File: src/rtl/alu8_pkg.sv
package alu8_pkg;

    localparam int DATA_W = 8;

    localparam logic [3:0] OP_ADD  = 4'd0;
    localparam logic [3:0] OP_ADDC = 4'd1;
    localparam logic [3:0] OP_SUBB = 4'd2;
    localparam logic [3:0] OP_INC  = 4'd3;
    localparam logic [3:0] OP_DEC  = 4'd4;
    localparam logic [3:0] OP_AND  = 4'd5;
    localparam logic [3:0] OP_OR   = 4'd6;
    localparam logic [3:0] OP_XOR  = 4'd7;
    localparam logic [3:0] OP_CPL  = 4'd8;
    localparam logic [3:0] OP_MUL  = 4'd9;
    localparam logic [3:0] OP_DIV  = 4'd10;
    localparam logic [3:0] OP_DA   = 4'd11;

    typedef struct packed {
        logic [DATA_W-1:0] hi;
        logic [DATA_W-1:0] lo;
        logic              cy;
        logic              ac;
        logic              ov;
    } alu_res_t;

endpackage

File: src/rtl/alu8_addsub.sv
module alu8_addsub #(
    parameter int W = 8
) (
    input  logic [W-1:0] a,
    input  logic [W-1:0] b,
    input  logic         cin,
    input  logic         sub,
    output logic [W-1:0] sum,
    output logic         cout,
    output logic         hc,
    output logic         ovf
);
    localparam int H = W / 2;

    logic [W:0] full;
    logic [H:0] half;

    always_comb begin
        if (!sub) begin
            full = {1'b0, a} + {1'b0, b} + {{W{1'b0}}, cin};
            half = {1'b0, a[H-1:0]} + {1'b0, b[H-1:0]} + {{H{1'b0}}, cin};
            ovf  = (a[W-1] == b[W-1]) && (full[W-1] != a[W-1]);
        end else begin
            full = {1'b0, a} - {1'b0, b} - {{W{1'b0}}, cin};
            half = {1'b0, a[H-1:0]} - {1'b0, b[H-1:0]} - {{H{1'b0}}, cin};
            ovf  = (a[W-1] != b[W-1]) && (full[W-1] != a[W-1]);
        end
        sum  = full[W-1:0];
        cout = full[W];
        hc   = half[H];
    end
endmodule

File: src/rtl/alu8_div.sv
module alu8_div #(
    parameter int W = 8
) (
    input  logic [W-1:0] num,
    input  logic [W-1:0] den,
    output logic [W-1:0] quo,
    output logic [W-1:0] rem
);
    logic [W-1:0] part [0:W];

    assign part[0] = '0;

    for (genvar i = 0; i < W; i++) begin : g_stage
        logic [W:0] trial;
        logic [W:0] diff;
        assign trial = {part[i], num[W-1-i]};
        assign diff  = trial - {1'b0, den};
        assign quo[W-1-i] = ~diff[W];
        assign part[i+1]  = diff[W] ? trial[W-1:0] : diff[W-1:0];
    end

    assign rem = part[W];
endmodule

File: src/rtl/alu8_decadj.sv
module alu8_decadj (
    input  logic [7:0] a,
    input  logic       cy_in,
    input  logic       ac_in,
    output logic [7:0] res,
    output logic       cy_out
);
    logic [8:0] step1;
    logic [8:0] step2;
    logic       cy_mid;

    always_comb begin
        if ((a[3:0] > 4'd9) || ac_in) begin
            step1 = {1'b0, a} + 9'h006;
        end else begin
            step1 = {1'b0, a};
        end
        cy_mid = cy_in | step1[8];
        if ((step1[7:4] > 4'd9) || cy_mid) begin
            step2 = {1'b0, step1[7:0]} + 9'h060;
        end else begin
            step2 = {1'b0, step1[7:0]};
        end
        res    = step2[7:0];
        cy_out = cy_mid | step2[8];
    end
endmodule

File: src/rtl/alu8_core.sv
module alu8_core
    import alu8_pkg::*;
(
    input  logic              clk,
    input  logic              rst_n,
    input  logic              issue,
    input  logic [3:0]        op,
    input  logic              use_imm,
    input  logic [DATA_W-1:0] acc,
    input  logic [DATA_W-1:0] code_byte,
    input  logic [DATA_W-1:0] reg_byte,
    input  logic              cy_in,
    input  logic              ac_in,
    input  logic              ov_in,
    output logic [DATA_W-1:0] res_hi,
    output logic [DATA_W-1:0] res_lo,
    output logic              cy_out,
    output logic              ac_out,
    output logic              ov_out
);
    localparam int PROD_W = 2 * DATA_W;

    alu_res_t res_d, res_q;

    logic [DATA_W-1:0] opnd_b;
    logic              as_cin, as_sub;
    logic [DATA_W-1:0] as_sum;
    logic              as_cout, as_hc, as_ovf;
    logic [DATA_W-1:0] dv_quo, dv_rem;
    logic [DATA_W-1:0] da_res;
    logic              da_cy;
    logic [PROD_W-1:0] product;

    assign opnd_b  = use_imm ? code_byte : reg_byte;
    assign as_sub  = (op == OP_SUBB);
    assign as_cin  = (op == OP_ADD) ? 1'b0 : cy_in;
    assign product = PROD_W'(acc) * PROD_W'(opnd_b);

    alu8_addsub #(.W(DATA_W)) u_addsub (
        .a(acc), .b(opnd_b), .cin(as_cin), .sub(as_sub),
        .sum(as_sum), .cout(as_cout), .hc(as_hc), .ovf(as_ovf)
    );

    alu8_div #(.W(DATA_W)) u_div (
        .num(acc), .den(opnd_b), .quo(dv_quo), .rem(dv_rem)
    );

    alu8_decadj u_decadj (
        .a(acc), .cy_in(cy_in), .ac_in(ac_in),
        .res(da_res), .cy_out(da_cy)
    );

    always_comb begin
        res_d.hi = '0;
        res_d.lo = acc;
        res_d.cy = cy_in;
        res_d.ac = ac_in;
        res_d.ov = ov_in;
        case (op)
            OP_ADD, OP_ADDC, OP_SUBB: begin
                res_d.lo = as_sum;
                res_d.cy = as_cout;
                res_d.ac = as_hc;
                res_d.ov = as_ovf;
            end
            OP_INC: res_d.lo = acc + 1'b1;
            OP_DEC: res_d.lo = acc - 1'b1;
            OP_AND: res_d.lo = acc & opnd_b;
            OP_OR:  res_d.lo = acc | opnd_b;
            OP_XOR: res_d.lo = acc ^ opnd_b;
            OP_CPL: res_d.lo = ~acc;
            OP_MUL: begin
                res_d.hi = product[PROD_W-1:DATA_W];
                res_d.lo = product[DATA_W-1:0];
                res_d.cy = 1'b0;
                res_d.ov = |product[PROD_W-1:DATA_W];
            end
            OP_DIV: begin
                res_d.hi = dv_rem;
                res_d.lo = dv_quo;
                res_d.cy = 1'b0;
                res_d.ov = (opnd_b == '0);
            end
            OP_DA: begin
                res_d.lo = da_res;
                res_d.cy = da_cy;
            end
            default: ;
        endcase
    end

    always_ff @(posedge clk) begin
        if (!rst_n) begin
            res_q <= '0;
        end else if (issue) begin
            res_q <= res_d;
        end
    end

    assign res_hi = res_q.hi;
    assign res_lo = res_q.lo;
    assign cy_out = res_q.cy;
    assign ac_out = res_q.ac;
    assign ov_out = res_q.ov;
endmodule

File: config.mk
export PLATFORM = sky130hd
export DESIGN_NAME = alu8_core
export DESIGN_NICKNAME = d
export VERILOG_FILES = /design/src/rtl/alu8_pkg.sv /design/src/rtl/alu8_addsub.sv /design/src/rtl/alu8_div.sv /design/src/rtl/alu8_decadj.sv /design/src/rtl/alu8_core.sv
export SDC_FILE = /design/constraint.sdc
export NUM_CORES = 1
export LEC_CHECK = 0
export ABC_AREA = 1
export CORE_UTILIZATION = 55
export DETAILED_ROUTE_END_ITERATION = 12
export PLACE_DENSITY = 0.82
export SYNTH_ARGS = -nofsm -noshare
export SYNTH_HDL_FRONTEND = slang
export SYNTH_SLANG_ARGS = --single-unit
export TNS_END_PERCENT = 1
File: constraint.sdc
create_clock -name clk -period 42.9 [get_ports clk]
set_input_delay 6.435 -clock clk [delete_from_list [all_inputs] [get_ports clk]]
set_output_delay 6.435 -clock clk [all_outputs]
set_load 0.005 [all_outputs]
==> qor.yml <==
worstPathArrival_ns: 23.03
avgSynthCellArea_um2: 6.71
clockBufferDepth: 2
place_ws_ns: 19.91
initial_core_util_pct: 56.6
max_stage_delay_ns: 0.77
synth_cell_types: 53
cts_resized: 0
path_common_cell: "nand2_1"
utilization_pct: 62.1
hpwlAfterDp_mm: 18.5
die_w_um: 125
antenna_found_initial: 0
rows: 44
hold_buffers: 0
avgViaCountPerCell: 5.64
pin_count: 54
die_area_mm2: 0.0155
num_vias: 8246
hold_viol: 0
place_congestion: 0.998
ys_seq_elements: 19
maxCapViolations: 0
crit_slowest_cell: "clkdlybuf4s50_1"
synthArstFlopShare_pct: 0
drt-wirelength-per-cell_um: 15.5
fin_crit_ns: 22.83
min_period_over_period_pct: 53.2
layout-drive-gt1-share_pct: 6.03
clk_latency_ns: 0.27
min_path_type: "register to register"
coreArea_mm2: 0.0146
area_growth_pct: 9.69
rsz0062_at_grt: "no"
syn_inst: 1231
tightest_slew_ns: 1.22
grt_pass1_wl_mm: 37.8
synth_warnings: 0
slew_viol_final: 0
cts.sinks: 19
dr.pass1.iters: 5
fin_worst_skew_ns: 0
setup_tns_ns: 0
critPathRequiredTime_ns: 43.09
outcome: "finished clean"
grt.overflow.total: 0
dp_cells: 1458
postCtsSetupBuffers: 0
ant_nets: 0
seq_area_frac_synth_pct: 4.61
clock.fmax_ghz: 0.0438
setup_ws_ns: 20.07
grt_max_degree: 27
path_class: "input pin to register"
grt_pass1_vias: 7911
htree_levels: 1
cts_buffers: 3
cts_root_buf: "clkbuf_16"
cts_tree: "built"
max_slew_margin_pct: 16.8
wirelength_mm: 22.6
nNetsFinal: 1502
drt_iter0_markers: 658
drc: 0
io_buffers: 53
cp_max_fo: 18
setup_viol: 0
grtUsageTotal_pct: 29.8
insertedDiodeCount: 0
layout.cells.non_filler: 1462
cp-end-kind: "register"
path_clk_slew_ns: 0.06
synth_top_flop_cell: "dfxtp_1"
synth_edf_count: 0
start_kind: "input pin"
synth_area_mm2: 0.00825
die_h_um: 125
## cells in the final DEF (no fill, tap or decap), types with 7 or more instances in the layout
master / instances
a21oi_1: 96
clkdlybuf4s50_1: 53
nand2_2: 17
nand3_1: 76
dfxtp_1: 19
fa_1: 48
inv_1: 245
xor2_1: 42
nor2_1: 104
o21ai_0: 74
nand2_4: 8
nand2_1: 193
o2111ai_1: 9
ha_1: 140
xnor2_1: 16
nor3_1: 7
nand3_2: 16
o21bai_1: 11
## critical path: cells and delay by family
kind,cells,cell delay (ns)
AND/OR/NAND/NOR,50,5.82
AO/OA/AOI/OAI,27,4.33
adder cells (fa/ha/maj),9,3.61
buffers and inverters,17,2.77
## final cells by class
type	count	area (um2)
inverter	250	941
tap	184	230
timing repair buffer	59	576
sequential	19	380
clock inverter	1	5.00
multi-input combinational	946	6850
clock buffer	3	75.1
fill	1331	5540
## Yosys cell counts, drive strengths merged, types with 4 or more instances
cell / count / area share, %
nor3: 7 / 0.42
and2: 4 / 0.30
xnor2: 16 / 1.7
o211ai: 6 / 0.55
dfxtp: 19 / 4.6
a21oi: 96 / 5.8
nand3: 97 / 7.6
o21ai: 86 / 5.8
buf: 6 / 0.59
inv: 250 / 11
nand3b: 6 / 0.70
or2: 7 / 0.53
nand2: 219 / 11
o22ai: 4 / 0.30
o21a: 6 / 0.55
clkbuf: 12 / 0.55
nor2: 107 / 5.0
xor2: 42 / 4.5
o31ai: 5 / 0.45
o2111ai: 9 / 0.96
nand4: 5 / 0.38
o21bai: 11 / 1.0
fa: 48 / 12
ha: 140 / 21
nor4: 4 / 0.30
## kinds of logic after synthesis
group	Yosys count	synth area share (%)
simple gates	457	26.7
buf+inv	268	12.5
compound gates	240	17.1
fa+ha+maj	188	32.9
xor+xnor	58	6.15
flops	19	4.61
other cells	1	0.0454
## flip-flops by register name, indices dropped and copies added (netlist names)
name / count
res_lo: 8
res_hi: 8
cy_out: 1
ov_out: 1
ac_out: 1
## routing by layer
metal / routed length (um) / vias to the layer above / share of wire (%) / track usage [%]
li1: - / 4100 / - / -
met1: 9830 / 3716 / 43 / 39.2
met2: 9860 / 377 / 44 / 48.1
met3: 2280 / 53 / 10 / 6.66
met4: 649 / 0 / 2.9 / 9.36
met5: 0 / - / 0 / 0
## stage by stage
step | instance area (um2) | hold slack, ns
2_1_floorplan | 8260 | 0.462
3_3_place_gp | 8970 | 0.467
3_5_place_dp | 8970 | 0.472
4_1_cts | 9050 | 0.482
5_1_grt | 9050 | 0.505
6_report | 9050 | 0.479
## path summary, 6_finish.rpt
| path | from | slack (ns) | endpoint | depth (start not counted) |
|---|---|---|---|---|
| worst max register to register | res_lo[2] | 42.21 | res_lo[2] | 2 |
| worst min-delay path | ov_out | 0.48 | ov_out | 2 |
| worst min register to register | ov_out | 0.48 | ov_out | 2 |
| worst max-delay path | use_imm | 20.07 | res_lo[0] | 103 |
Power is left out: the tool's default activity adds up to more than one toggle a clock period on the data nets, which glitch-free logic cannot reach.
